### config.mk
export PLATFORM = sky130hd
export DESIGN_NAME = brq_sequencer
export DESIGN_NICKNAME = d
export VERILOG_FILES = /design/src/rtl/brq_pkg.sv /design/src/rtl/brq_fsm.sv /design/src/rtl/brq_addr_gen.sv /design/src/rtl/brq_sequencer.sv
export SDC_FILE = /design/constraint.sdc
export NUM_CORES = 1
export LEC_CHECK = 0
export ABC_AREA = 1
export BUFFER_PORTS_ARGS = -buffer_cell sky130_fd_sc_hd__buf_2
export CORE_MARGIN = 2
export CORE_UTILIZATION = 55
export CTS_CLUSTER_DIAMETER = 60
export DETAILED_ROUTE_END_ITERATION = 12
export PLACE_DENSITY = 0.82
export SYNTH_ARGS = -nofsm -noshare
export SYNTH_HDL_FRONTEND = slang
export SYNTH_SLANG_ARGS = --single-unit
### constraint.sdc
create_clock -name clk -period 2 [get_ports clk]
set_clock_uncertainty 0.2 [all_clocks]
set_input_delay 0 -clock clk [delete_from_list [all_inputs] [get_ports clk]]
set_output_delay 0 -clock clk [all_outputs]
set_load 0.05 [all_outputs]
### src/rtl/brq_pkg.sv
`timescale 1ns/1ps
package brq_pkg;

   typedef enum logic [1:0] {
      CYC_IDLE  = 2'b00,
      CYC_FETCH = 2'b01,
      CYC_FREE  = 2'b10
   } cyc_e;

   typedef enum logic [2:0] {
      ST_IDLE,
      ST_PRE,
      ST_SEQF,
      ST_MAINT,
      ST_WAIT,
      ST_REFILL,
      ST_DONE
   } st_e;

endpackage

### src/rtl/brq_fsm.sv
`timescale 1ns/1ps
module brq_fsm
   import brq_pkg::*;
#(
   parameter int REFILL_WORDS = 3
) (
   input  logic clk,
   input  logic rst_n,
   input  logic start,
   input  logic is_long,
   input  logic taken,
   input  logic pre_odd,
   input  logic tgt_ready,
   output cyc_e cyc_type,
   output logic start_acc,
   output logic seq_step,
   output logic tgt_load,
   output logic tgt_step,
   output logic use_tgt,
   output logic done
);

   localparam int CW = (REFILL_WORDS > 1) ? $clog2(REFILL_WORDS) : 1;
   localparam logic [CW-1:0] LAST = CW'(REFILL_WORDS - 1);

   st_e           st_q, st_d;
   logic [CW-1:0] cnt_q, cnt_d;
   logic          long_q, taken_q, odd_q;

   always_comb begin
      st_d      = st_q;
      cnt_d     = cnt_q;
      cyc_type  = CYC_IDLE;
      start_acc = 1'b0;
      seq_step  = 1'b0;
      tgt_load  = 1'b0;
      tgt_step  = 1'b0;
      use_tgt   = 1'b0;
      done      = 1'b0;
      unique case (st_q)
         ST_IDLE: begin
            if (start) begin
               start_acc = 1'b1;
               if (is_long)    st_d = ST_PRE;
               else if (taken) st_d = ST_WAIT;
               else            st_d = ST_SEQF;
            end
         end
         ST_PRE: begin
            cyc_type = odd_q ? CYC_FETCH : CYC_FREE;
            seq_step = odd_q;
            st_d     = taken_q ? ST_WAIT : ST_SEQF;
         end
         ST_SEQF: begin
            cyc_type = CYC_FETCH;
            seq_step = 1'b1;
            st_d     = long_q ? ST_MAINT : ST_DONE;
         end
         ST_MAINT: begin
            cyc_type = odd_q ? CYC_FETCH : CYC_FREE;
            seq_step = odd_q;
            st_d     = ST_DONE;
         end
         ST_WAIT: begin
            if (tgt_ready) begin
               tgt_load = 1'b1;
               cnt_d    = '0;
               st_d     = ST_REFILL;
            end
         end
         ST_REFILL: begin
            cyc_type = CYC_FETCH;
            use_tgt  = 1'b1;
            tgt_step = 1'b1;
            if (cnt_q == LAST) st_d = ST_DONE;
            else               cnt_d = cnt_q + 1'b1;
         end
         ST_DONE: begin
            done = 1'b1;
            st_d = ST_IDLE;
         end
         default: st_d = ST_IDLE;
      endcase
   end

   always_ff @(posedge clk) begin
      if (!rst_n) begin
         st_q    <= ST_IDLE;
         cnt_q   <= '0;
         long_q  <= 1'b0;
         taken_q <= 1'b0;
         odd_q   <= 1'b0;
      end else begin
         st_q  <= st_d;
         cnt_q <= cnt_d;
         if (start_acc) begin
            long_q  <= is_long;
            taken_q <= taken;
            odd_q   <= pre_odd;
         end
      end
   end

endmodule

### src/rtl/brq_addr_gen.sv
`timescale 1ns/1ps
module brq_addr_gen #(
   parameter int AW         = 16,
   parameter int WORD_BYTES = 2
) (
   input  logic          clk,
   input  logic          rst_n,
   input  logic          seq_load,
   input  logic          seq_step,
   input  logic          tgt_load,
   input  logic          tgt_step,
   input  logic          use_tgt,
   input  logic [AW-1:0] seq_addr,
   input  logic [AW-1:0] tgt_addr,
   output logic [AW-1:0] addr
);

   localparam int LSB = (WORD_BYTES > 1) ? $clog2(WORD_BYTES) : 0;
   localparam logic [AW-1:0] STEP = AW'(WORD_BYTES);

   logic [AW-1:0] seq_al, tgt_al;
   logic [AW-1:0] seq_q, tgt_q;

   generate
      if (LSB == 0) begin : g_byte
         assign seq_al = seq_addr;
         assign tgt_al = tgt_addr;
      end else begin : g_word
         assign seq_al = {seq_addr[AW-1:LSB], {LSB{1'b0}}};
         assign tgt_al = {tgt_addr[AW-1:LSB], {LSB{1'b0}}};
      end
   endgenerate

   always_ff @(posedge clk) begin
      if (!rst_n) begin
         seq_q <= '0;
         tgt_q <= '0;
      end else begin
         if (seq_load)      seq_q <= seq_al;
         else if (seq_step) seq_q <= seq_q + STEP;
         if (tgt_load)      tgt_q <= tgt_al;
         else if (tgt_step) tgt_q <= tgt_q + STEP;
      end
   end

   assign addr = use_tgt ? tgt_q : seq_q;

endmodule

### src/rtl/brq_sequencer.sv
`timescale 1ns/1ps
module brq_sequencer
   import brq_pkg::*;
#(
   parameter int AW           = 16,
   parameter int WORD_BYTES   = 2,
   parameter int REFILL_WORDS = 3
) (
   input  logic          clk,
   input  logic          rst_n,
   input  logic          start_i,
   input  logic          long_i,
   input  logic          taken_i,
   input  logic          pre_odd_i,
   input  logic [AW-1:0] seq_addr_i,
   input  logic          tgt_ready_i,
   input  logic [AW-1:0] tgt_addr_i,
   output logic [1:0]    cyc_type_o,
   output logic [AW-1:0] fetch_addr_o,
   output logic          flush_o,
   output logic          done_o
);

   localparam int LSB = (WORD_BYTES > 1) ? $clog2(WORD_BYTES) : 0;

   generate
      if (AW < LSB + 2) begin : g_bad_aw
         $error("brq_sequencer: AW too small for WORD_BYTES");
      end
      if ((1 << LSB) != WORD_BYTES) begin : g_bad_wb
         $error("brq_sequencer: WORD_BYTES must be a power of two");
      end
      if (REFILL_WORDS < 1) begin : g_bad_rf
         $error("brq_sequencer: REFILL_WORDS must be at least one");
      end
   endgenerate

   cyc_e          cyc;
   logic          start_acc, seq_step, tgt_load, tgt_step, use_tgt, done;
   logic [AW-1:0] addr;

   brq_fsm #(.REFILL_WORDS(REFILL_WORDS)) u_fsm (
      .clk       (clk),
      .rst_n     (rst_n),
      .start     (start_i),
      .is_long   (long_i),
      .taken     (taken_i),
      .pre_odd   (pre_odd_i),
      .tgt_ready (tgt_ready_i),
      .cyc_type  (cyc),
      .start_acc (start_acc),
      .seq_step  (seq_step),
      .tgt_load  (tgt_load),
      .tgt_step  (tgt_step),
      .use_tgt   (use_tgt),
      .done      (done)
   );

   brq_addr_gen #(.AW(AW), .WORD_BYTES(WORD_BYTES)) u_addr (
      .clk      (clk),
      .rst_n    (rst_n),
      .seq_load (start_acc),
      .seq_step (seq_step),
      .tgt_load (tgt_load),
      .tgt_step (tgt_step),
      .use_tgt  (use_tgt),
      .seq_addr (seq_addr_i),
      .tgt_addr (tgt_addr_i),
      .addr     (addr)
   );

   assign cyc_type_o   = cyc;
   assign fetch_addr_o = (cyc == CYC_FETCH) ? addr : '0;
   assign flush_o      = tgt_load;
   assign done_o       = done;

endmodule

## Word level (Yosys, flattened, before mapping)

Index checks and enable logic that the tools add are counted.

- Divide/modulo/power cells: 0
- Add/subtract/negate cells: 3
- $lt $le $gt $ge: 0
- Shifts and indexed selects: 0
- Equality and inequality tests: 12
- Bitwise operators: 1
- Multiplexer cells: 26
- Reductions and logical operators: 10
- Multipliers: 0

Operators by type and width:

| kind | number |
|---|---|
| two-way mux 16 bit | 6 |
| adder 16 x 2 -> 16 bit, second input constant | 2 |
| two-way mux 3 bit | 7 |
| one-hot mux 3 bit (6 select lines) | 1 |
| == test 3 bit, second input constant | 3 |
| one-hot mux 2 bit (2 select lines) | 2 |
| OR reduction 2 bit | 4 |
| == test 3 x 2 -> 1 bit, second input constant | 2 |
| two-way mux 1 bit | 6 |
| two-way mux 2 bit | 3 |
| inequality test 2 bit, second input constant | 3 |
| AND reduction 3 bit | 2 |
| nonzero test 2 bit | 3 |
| == test 3 x 1 -> 1 bit, second input constant | 1 |
| zero test 3 bit | 1 |
| adder 2 x 1 -> 2 bit, second input constant | 1 |
| == test 2 x 1 -> 1 bit, second input constant | 1 |
| == test 2 bit, second input constant | 1 |
| inequality test 2 x 1 -> 1 bit, second input constant | 1 |
| one-hot mux 1 bit (2 select lines) | 1 |
| NOT 1 bit | 1 |

- Memories: 0
- Bits in writable memories: 0
- Logic and storage cells: 61
- Input port bits: 39
- Output and inout bits: 20
- Latch bits: 0
- Flip-flop bits (word level): 40
- Bits in read-only memories: 0

## Longest topological paths before layout

Gate-level depths: netlist of the first run.

- Word-level depth: 5
- Gate-level depth with buffers: 11
- Depth with buffers taken out: 10

## Cells and area by module

From an unflattened synthesis of the first run, not the netlist that was laid out.

- Cells, all modules: 432
- Area, all modules: 2797.7 um^2

Modules (own cells, without submodules):

| module | times used | area each (um^2) | seq. area each (um^2) | cells an instance |
|---|---|---|---|---|
| brq_addr_gen | 1 | 2099.5 | 600.6 | 312 |
| brq_fsm | 1 | 521.8 | 160.2 | 85 |
| brq_sequencer | 1 | 176.4 | 0.0 | 35 |

## Worst setup path after synthesis of the first run

No wires, ideal clock.

- Path kind: flip-flop to output port
- Start: register u_fsm.st_q[1]
- End: output port fetch_addr_o[1]
- Cell stages (with the launch flop): 6
- Required time: 1.800 ns
- Data arrival time: 2.077 ns
- Path slack: -0.277 ns
- Buffers on the path: 1
- Cells stage by stage: dfxtp_1 -> inv_2 -> nand3_1 -> buf_4 -> nor2_1 -> a211oi_1

- Longest elaborated chain between the ends: 5
- Elaborated cells on any way between the ends: 11
- Classes of those cells: 5 x eq/ne; 4 x mux; 2 x reduce/logical

RTL lines:

| what | line | RTL |
|---|---|---|
| from (decl) | brq_fsm.sv:26 | `st_e st_q, st_d;` |
| from (signal assigned) | brq_fsm.sv:94 | `st_q <= st_d;` |
| == test 3 x 2 -> 1 bit (tied with other cells) | brq_fsm.sv:40 | `unique case (st_q)` |
| OR reduction 2 bit (no source line) | n/a |  |
| one-hot mux 2 bit (2 select lines) | brq_fsm.sv:40 |  |
| == test 2 x 1 -> 1 bit | brq_sequencer.sv:73 | `assign fetch_addr_o = (cyc == CYC_FETCH) ? addr : '0;` |
| two-way mux 16 bit (*) | brq_sequencer.sv:73 |  |
| to (decl) | brq_sequencer.sv:19 | `output logic [AW-1:0] fetch_addr_o,` |

Every way passes the cells marked *; elsewhere a longest branch is shown, timed or not.

## Final worst setup path of the first run

- Start: register u_fsm.st_q[1]
- End: output port fetch_addr_o[6]

Same word-level chain as after synthesis.

==> impl_metrics.yaml, run 1 <==
status:
  status: "complete, no violations"
grt:
  gr-total-overflow: 0
  antenna_found_initial: 0
  grt_max_degree: 26
  grt_pass1_vias: 2998
  grtUsageTotal_pct: 30.42
  grt_pass1_wl_mm: 13.13
yosys:
  yosys.cell_types.count: 37
  syn-instance-count: 429
  yosys_warnings: 0
  synth-seq-cells: 38
  synth_compound_area_share_pct: 17.80
  synth_top_family_by_area: "simple AND/OR/NAND/NOR gates"
  synth_mux_area_share_pct: 0
  synth_xor_area_share_pct: 0.6524
  syn_nets: 471
  synth_fa_ha_area_share_pct: 1.398
  syn_avg_cell_area_um2: 6.259
  syn_area_um2: 2685
  synth-simple-area-share_pct: 39.24
  synth-seq-area-share_pct: 28.33
sta:
  max_freq_mhz: 526.7
  finalMaxSlewViolations: 0
  finalCritPeriodShare_pct: 94.93
  finalHoldViolations: 0
  finalSetupViolCount: 0
  rsz0062_at_grt: "false"
  finalWorstSetupSlack_ps: 101.4
  holdWs_ps: 274.7
  fin_crit_ps: 1899
floorplan:
  rows: 25
  design.core.area_um2: 4723
  fp.dieW_um: 73.87
  dieArea_um2: 5457
  start_util_pct: 56.85
  ios: 59
  fp.dieH_um: 73.87
power_and_ir_drop:
  swShare_pct: 45.44
  power.density_nw_per_um2: 880.4
  sequentialPowerShare_pct: 34.0
  power_mw: 3.164
  combPwrFrac_pct: 48.2
  ir_drop_mv: 0.6485
  internal_power_mw: 1.726
  pwr-share-clk_pct: 17.8
  netSwitchingPower_mw: 1.438
  leakagePower_nw: 1.495
cts:
  post-cts-setup-buffers: 0
  clockBufferDepth: 2
  cts_tree: "done"
  htreeDepth: 2
  numCtsBuffers: 5
  insertion_delay_ps: 300
  cts.clk_slew.worst_paths_ps: 70
  clock-sinks: 38
  clk_root_buffer_cell: "clkbuf_8"
critical_path:
  path_delay_family: "buffers and inverters"
  cp_num_cells: 7
  cp-end-kind: "primary output"
  rr_worst_depth: 6
  reg2reg_slack_ps: 190
  required_ps: 1800
  max_stage_delay_ps: 400
  worstPathMaxFanout: 25
  crit_type: "flip-flop to primary output"
  path_cells: "inv_2, nand3_2, buf_12, inv_2, buf_4, a21oi_2, buf_4"
  slowest_stage: "dfxtp_2"
  path_buf_inv: 5
  start_kind: "flip-flop"
  cp.arrival_ps: 1700
min_path:
  min_path_cells: 1
  hold_class: "flip-flop to flip-flop"
routing:
  vias_per_cell: 5.561
  first_pass_iters: 6
  drt_iter0_drc: 267
  ant_nets: 0
  avgRoutedWirePerCell_um: 13.65
  wirelength_mm: 8.056
  drc: 0
  vias: 3281
placement:
  dp_hpwl_mm: 5.455
  pre_cts_ws_ps: 240.8
  gp_congestion: 0.8887
  io_buffers: 55
cells_and_area:
  drive_above_1_share_pct: 22.75
  num_antenna_cells: 0
  fillCellCount: 384
  fin_nets: 564
  syn2layout_area_growth_pct: 33.83
flow_run:
  cap_violations: 0
-- state kept, by name, indices dropped and copies added, names as in the netlist --
| register | cells |
|---|---|
| u_fsm.cnt_q | 2 |
| u_addr.seq_q | 15 |
| u_fsm.taken_q | 1 |
| u_fsm.odd_q | 1 |
| u_addr.tgt_q | 15 |
| u_fsm.long_q | 1 |
| u_fsm.st_q | 3 |
-- synthesized netlist by cell type (all sizes together) --
library cell	count	share of area [%]
a21oi	36	7.1
nand3b	1	0.28
clkbuf	5	0.70
ha	3	1.4
buf	14	4.8
o311ai	1	0.33
xor2	1	0.33
dfxtp	38	28
o21ai	25	4.7
xnor2	1	0.33
a32oi	1	0.33
o211a	1	0.37
nand4	14	3.3
conb	1	0.14
nor3	7	1.3
nand2	114	17
nor2	44	6.8
inv	49	6.9
a31oi	7	1.6
or2	6	1.4
a22oi	1	0.28
a211oi	3	0.84
o211ai	7	2.0
o21bai	1	0.28
nand3	48	9.5
-- layer usage --
layer	GRT usage (%)	part of all wire, %	routed length [um]	vias to the layer above
met5	0	0	0	-
met4	9.697	2.0	161	0
met3	5.624	6.4	512	28
met2	52.98	50	4066	150
met1	37.61	41	3314	1491
li1	-	-	-	1612
-- cell usage in the layout (no fill, tap or decap), types with 3 or more instances in the layout --
| master | instances |
|---|---|
| ha_1 | 3 |
| or2_0 | 3 |
| nand3_2 | 5 |
| a21oi_2 | 15 |
| o21ai_0 | 23 |
| or2_2 | 3 |
| buf_4 | 22 |
| a21oi_1 | 21 |
| dfxtp_1 | 36 |
| o211ai_1 | 7 |
| buf_2 | 40 |
| clkbuf_8 | 6 |
| a31oi_1 | 7 |
| dlygate4sd3_1 | 36 |
| nor3_1 | 7 |
| nand4_1 | 14 |
| nand2_1 | 110 |
| buf_6 | 5 |
| nor2_2 | 4 |
| inv_1 | 42 |
| nand3_1 | 43 |
| nor2_1 | 39 |
| inv_2 | 5 |
-- cell type report --
| class | count | area [um^2] | share of cell area, % |
|---|---|---|---|
| multi-input combinational | 323 | 1655 | 46.07 |
| clock inverter | 1 | 5.005 | 0.1393 |
| sequential | 38 | 763.2 | 21.24 |
| tap | 67 | 83.83 | 2.333 |
| clock buffer | 7 | 86.33 | 2.403 |
| inverter | 49 | 190.2 | 5.292 |
| timing repair buffer | 105 | 809.5 | 22.53 |
-- timing repair --
action | 4_1_cts | 5_1_grt
hold buffers | 36 | 0
gates resized for setup | 8 | 29
gates cloned | 0 | 0
endpoints found under the hold margin | 38 | 0
pin swaps | 0 | 0
endpoints found under the setup margin | 6 | 16
-- power groups by stage --
stage	clock, mW	sequential, mW	combinational (mW)
final	0.562	1.08	1.53
after global placement	0	1.07	1.36
after CTS	0.565	1.06	1.46
after floorplan	0	1.03	1.17
after detailed placement	0	1.07	1.39
after global routing	0.592	1.10	1.69
-- per-stage QoR --
stage | std cells | cell area [um^2] | utilization [%] | TNS, ps
final | 590 | 3593 | 76.08 | 0
after global routing | 590 | 3593 | 76.08 | 0
after CTS | 590 | 3527 | 74.68 | 0
after detailed placement | 546 | 3059 | 64.77 | 0
after global placement | 546 | 3059 | 64.77 | 0
after floorplan | 429 | 2730 | - | -552.9
-- worst reg2reg max path, delay by kind of cell, from the launching register on --
kind / cells / cell delay (ps)
and+or+nand+nor: 4 / 810
DFF: 1 / 420
adders and majority gates: 1 / 220
AOI/OAI and AO/OA: 1 / 60
-- logic make-up after synthesis --
kind of cell	Yosys count
fa+ha+maj	3
buf+inv	68
simple gates	234
flops	38
xor+xnor	2
compound gates	83
other cells	1
-- final timing paths --
kind | start | to
setup / recovery | u_fsm.st_q[1]$_SDFFE_PN0P_ | fetch_addr_o[6]
hold reg to reg | u_fsm.cnt_q[0]$_SDFFE_PN0P_ | u_fsm.cnt_q[0]$_SDFFE_PN0P_
hold / removal | u_fsm.cnt_q[0]$_SDFFE_PN0P_ | u_fsm.cnt_q[0]$_SDFFE_PN0P_
setup reg to reg | u_addr.tgt_q[2]$_SDFFE_PN0P_ | u_addr.tgt_q[13]$_SDFFE_PN0P_
Note: power is estimated with default switching activity, not from simulation.
==> inputs of run 2 (changes only) <==
Settings changed: PLACE_DENSITY 0.82 to 0.81, SYNTH_HIERARCHICAL set to 1.
==> run 2 against run 1 <==
  * Combinational power fell by 40%
  * Fmax is 1.6% lower
  * Routed wire length increased by 1.1%
  * Synthesized cell count increased by 0.70%
  * Largest cell class unchanged
  * Largest power group is now registers
==> impl_metrics.yaml, run 2 <==
cts:
  insertion_delay_ps: 290
  cts_tree: "done"
  clock-sinks: 38
  numCtsBuffers: 5
  cts.clk_slew.worst_paths_ps: 70
  clk_root_buffer_cell: "clkbuf_8"
  clockBufferDepth: 2
  htreeDepth: 2
sta:
  finalMaxSlewViolations: 0
  finalCritPeriodShare_pct: 96.49
  relSlewSlack_pct: 39.75
  rsz0062_at_grt: "true"
  final.setup.tns_ps: 0
  finalHoldViolations: 0
  finalSetupViolCount: 0
  worstMarginPinSlew_ps: 900.4
  fin_crit_ps: 1930
  max_freq_mhz: 518.2
cells_and_area:
  fin_nets: 573
  reg_top3: "u_addr/seq_q (15), u_addr/tgt_q (15), u_fsm/st_q (3)"
  fillCellCount: 374
  final_common_cell: "nand2_1"
  syn2layout_area_growth_pct: 34.35
  drive_above_1_share_pct: 27.26
  num_antenna_cells: 0
  mostFrequentLayoutCells: "nand2_1 (89), inv_1 (54), buf_2 (44)"
yosys:
  syn_avg_cell_area_um2: 6.476
  synth-seq-cells: 38
  yosysTopAreaCell: "dfxtp_1"
  synth_top_cell_area_share_pct: 27.19
  synth_area_leaders: "dfxtp_1 (27%), nand2_1 (12%), inv_1 (7.2%)"
  async_reset_ff_share_pct: 0
  synth_edf_count: 0
  yosys_warnings: 6
  ys_top_cells_by_count: "nand2_1 (89), inv_1 (54), dfxtp_1 (38)"
  syn_nets: 474
  syn_area_um2: 2798
  synth_ff_type: "dfxtp_1"
  yosys.cell_types.count: 30
  synth-seq-area-share_pct: 27.19
  syn-instance-count: 432
  synthMostInstantiatedCell: "nand2_1"
grt:
  grt_pass1_wl_mm: 12.44
  gr-total-overflow: 0
  grtUsageTotal_pct: 28.22
  grt_pass1_vias: 2893
  antenna_found_initial: 0
  grt_max_degree: 32
critical_path:
  start_kind: "flip-flop"
  cp.arrival_ps: 1730
  cp-end-kind: "primary output"
  required_ps: 1800
  worstPathMaxFanout: 31
  crit_type: "flip-flop to primary output"
routing:
  vias_per_cell: 5.337
  ant_nets: 0
  vias: 3197
  wirelength_mm: 8.141
  avgRoutedWirePerCell_um: 13.59
  drc: 0
  first_pass_iters: 5
  drt_iter0_drc: 281
power_and_ir_drop:
  swShare_pct: 37.96
  pwr-share-clk_pct: 25.7
  power_mw: 2.530
  internal_power_mw: 1.569
  ir_drop_mv: 0.5669
  netSwitchingPower_mw: 0.9603
  sequentialPowerShare_pct: 37.7
  leakagePower_nw: 1.596
  power.density_nw_per_um2: 673.0
  combPwrFrac_pct: 36.6
floorplan:
  fp.dieW_um: 75.32
  fp.dieH_um: 75.32
  ios: 59
  start_util_pct: 58.08
  rows: 25
  design.core.area_um2: 4817
  dieArea_um2: 5673
placement:
  gp_congestion: 0.8497
  io_buffers: 55
  dp_hpwl_mm: 5.325
flow_run:
  cap_violations: 0
min_path:
  hold_class: "flip-flop to flip-flop"
status:
  status: "complete, no violations"
[run 2: cell types whose count changed after synthesis, sizes merged, moves of 4 or more]
| cell | before | now |
|---|---|---|
| nand2 | 114 | 103 |
| nand3 | 48 | 38 |
| nor3 | 7 | 3 |
| nor2 | 44 | 59 |
| a31oi | 7 | 3 |
| inv | 49 | 63 |
| a22oi | 1 | 20 |
| or2 | 6 | 0 |
| o211ai | 7 | 0 |
| xor2 | 1 | 7 |
[run 2: cell families (layout without fill, tap and decap cells)]
kind of cell	after synthesis	count (layout)	share of synthesized area [%]
AND/OR/NAND/NOR	216	217	38.10
other	1	1	0.1340
flip-flops	38	38	27.19
XOR/XNOR	7	7	2.191
adder cells (fa/ha/maj)	3	3	1.342
AO/OA/AOI/OAI	84	84	17.80
multiplexers	3	3	1.207
buffers and inverters	80	179	12.03
[run 2: routing by layer]
layer | part of all wire, % | global-route usage, %
met4 | 1.6 | 9.552
met5 | 0 | 0
met2 | 51 | 49.57
met1 | 42 | 34.97
met3 | 5.5 | 4.762
[run 2: worst paths after layout]
path	from	to	slack (ps)	cells past startpoint
min reg2reg	u_fsm/taken_q$_SDFFE_PN0P_	u_fsm/taken_q$_SDFFE_PN0P_	300	2
max reg2reg	u_fsm/st_q[0]$_SDFFE_PN0P_	u_addr/seq_q[3]$_SDFFE_PN0P_	110	8
max	u_fsm/st_q[2]$_SDFFE_PN0P_	fetch_addr_o[2]	70	6
min	u_fsm/taken_q$_SDFFE_PN0P_	u_fsm/taken_q$_SDFFE_PN0P_	300	2
[run 2: critical path: stages (launching register included)]
cell and delay, ps:
dfxtp_2 420, nand3_2 130, clkinv_4 180, mux2_2 360, inv_1 90, nor2_4 40, buf_2 200
[run 2: per-stage QoR]
stage          hold WS [ps]  cell area [um^2]  std cells  worst slack [ps]  util, %
6_report              296.6              3759        599             70.24    78.03
2_1_floorplan        -102.4              2825        432            -103.6        -
3_5_place_dp          55.81              3184        549             149.0    66.10
5_1_grt               319.2              3759        599            -4.067    78.03
4_1_cts               295.5              3727        597             2.800    77.38
3_3_place_gp          52.07              3184        549             193.0    66.10
[run 2: area by class of cell]
type | instances | area (um^2) | share of cell area, %
timing repair buffer | 107 | 800.8 | 21.30
clock buffer | 7 | 76.32 | 2.031
sequential | 38 | 765.7 | 20.37
multi-input combinational | 315 | 1754 | 46.67
clock inverter | 1 | 30.03 | 0.7989
tap | 67 | 83.83 | 2.230
inverter | 64 | 247.7 | 6.591
[run 2: timing repair]
| action | in CTS | in global routing |
|---|---|---|
| hold buffers | 39 | 0 |
| endpoints found under the hold margin | 38 | 0 |
| cloned | 1 | 0 |
| endpoints found under the setup margin | 15 | 20 |
| pin swaps | 1 | 1 |
| buffers inserted | 0 | 3 |
| resized for setup | 14 | 6 |
[run 2: power by group through the flow]
stage	Clock [mW]	Sequential [mW]	Combinational [mW]
after floorplan	0	0.930	0.607
after global placement	0	0.959	0.761
after detailed placement	0	0.963	0.776
after CTS	0.663	0.946	0.872
after global routing	0.697	0.964	1.01
final	0.649	0.955	0.925
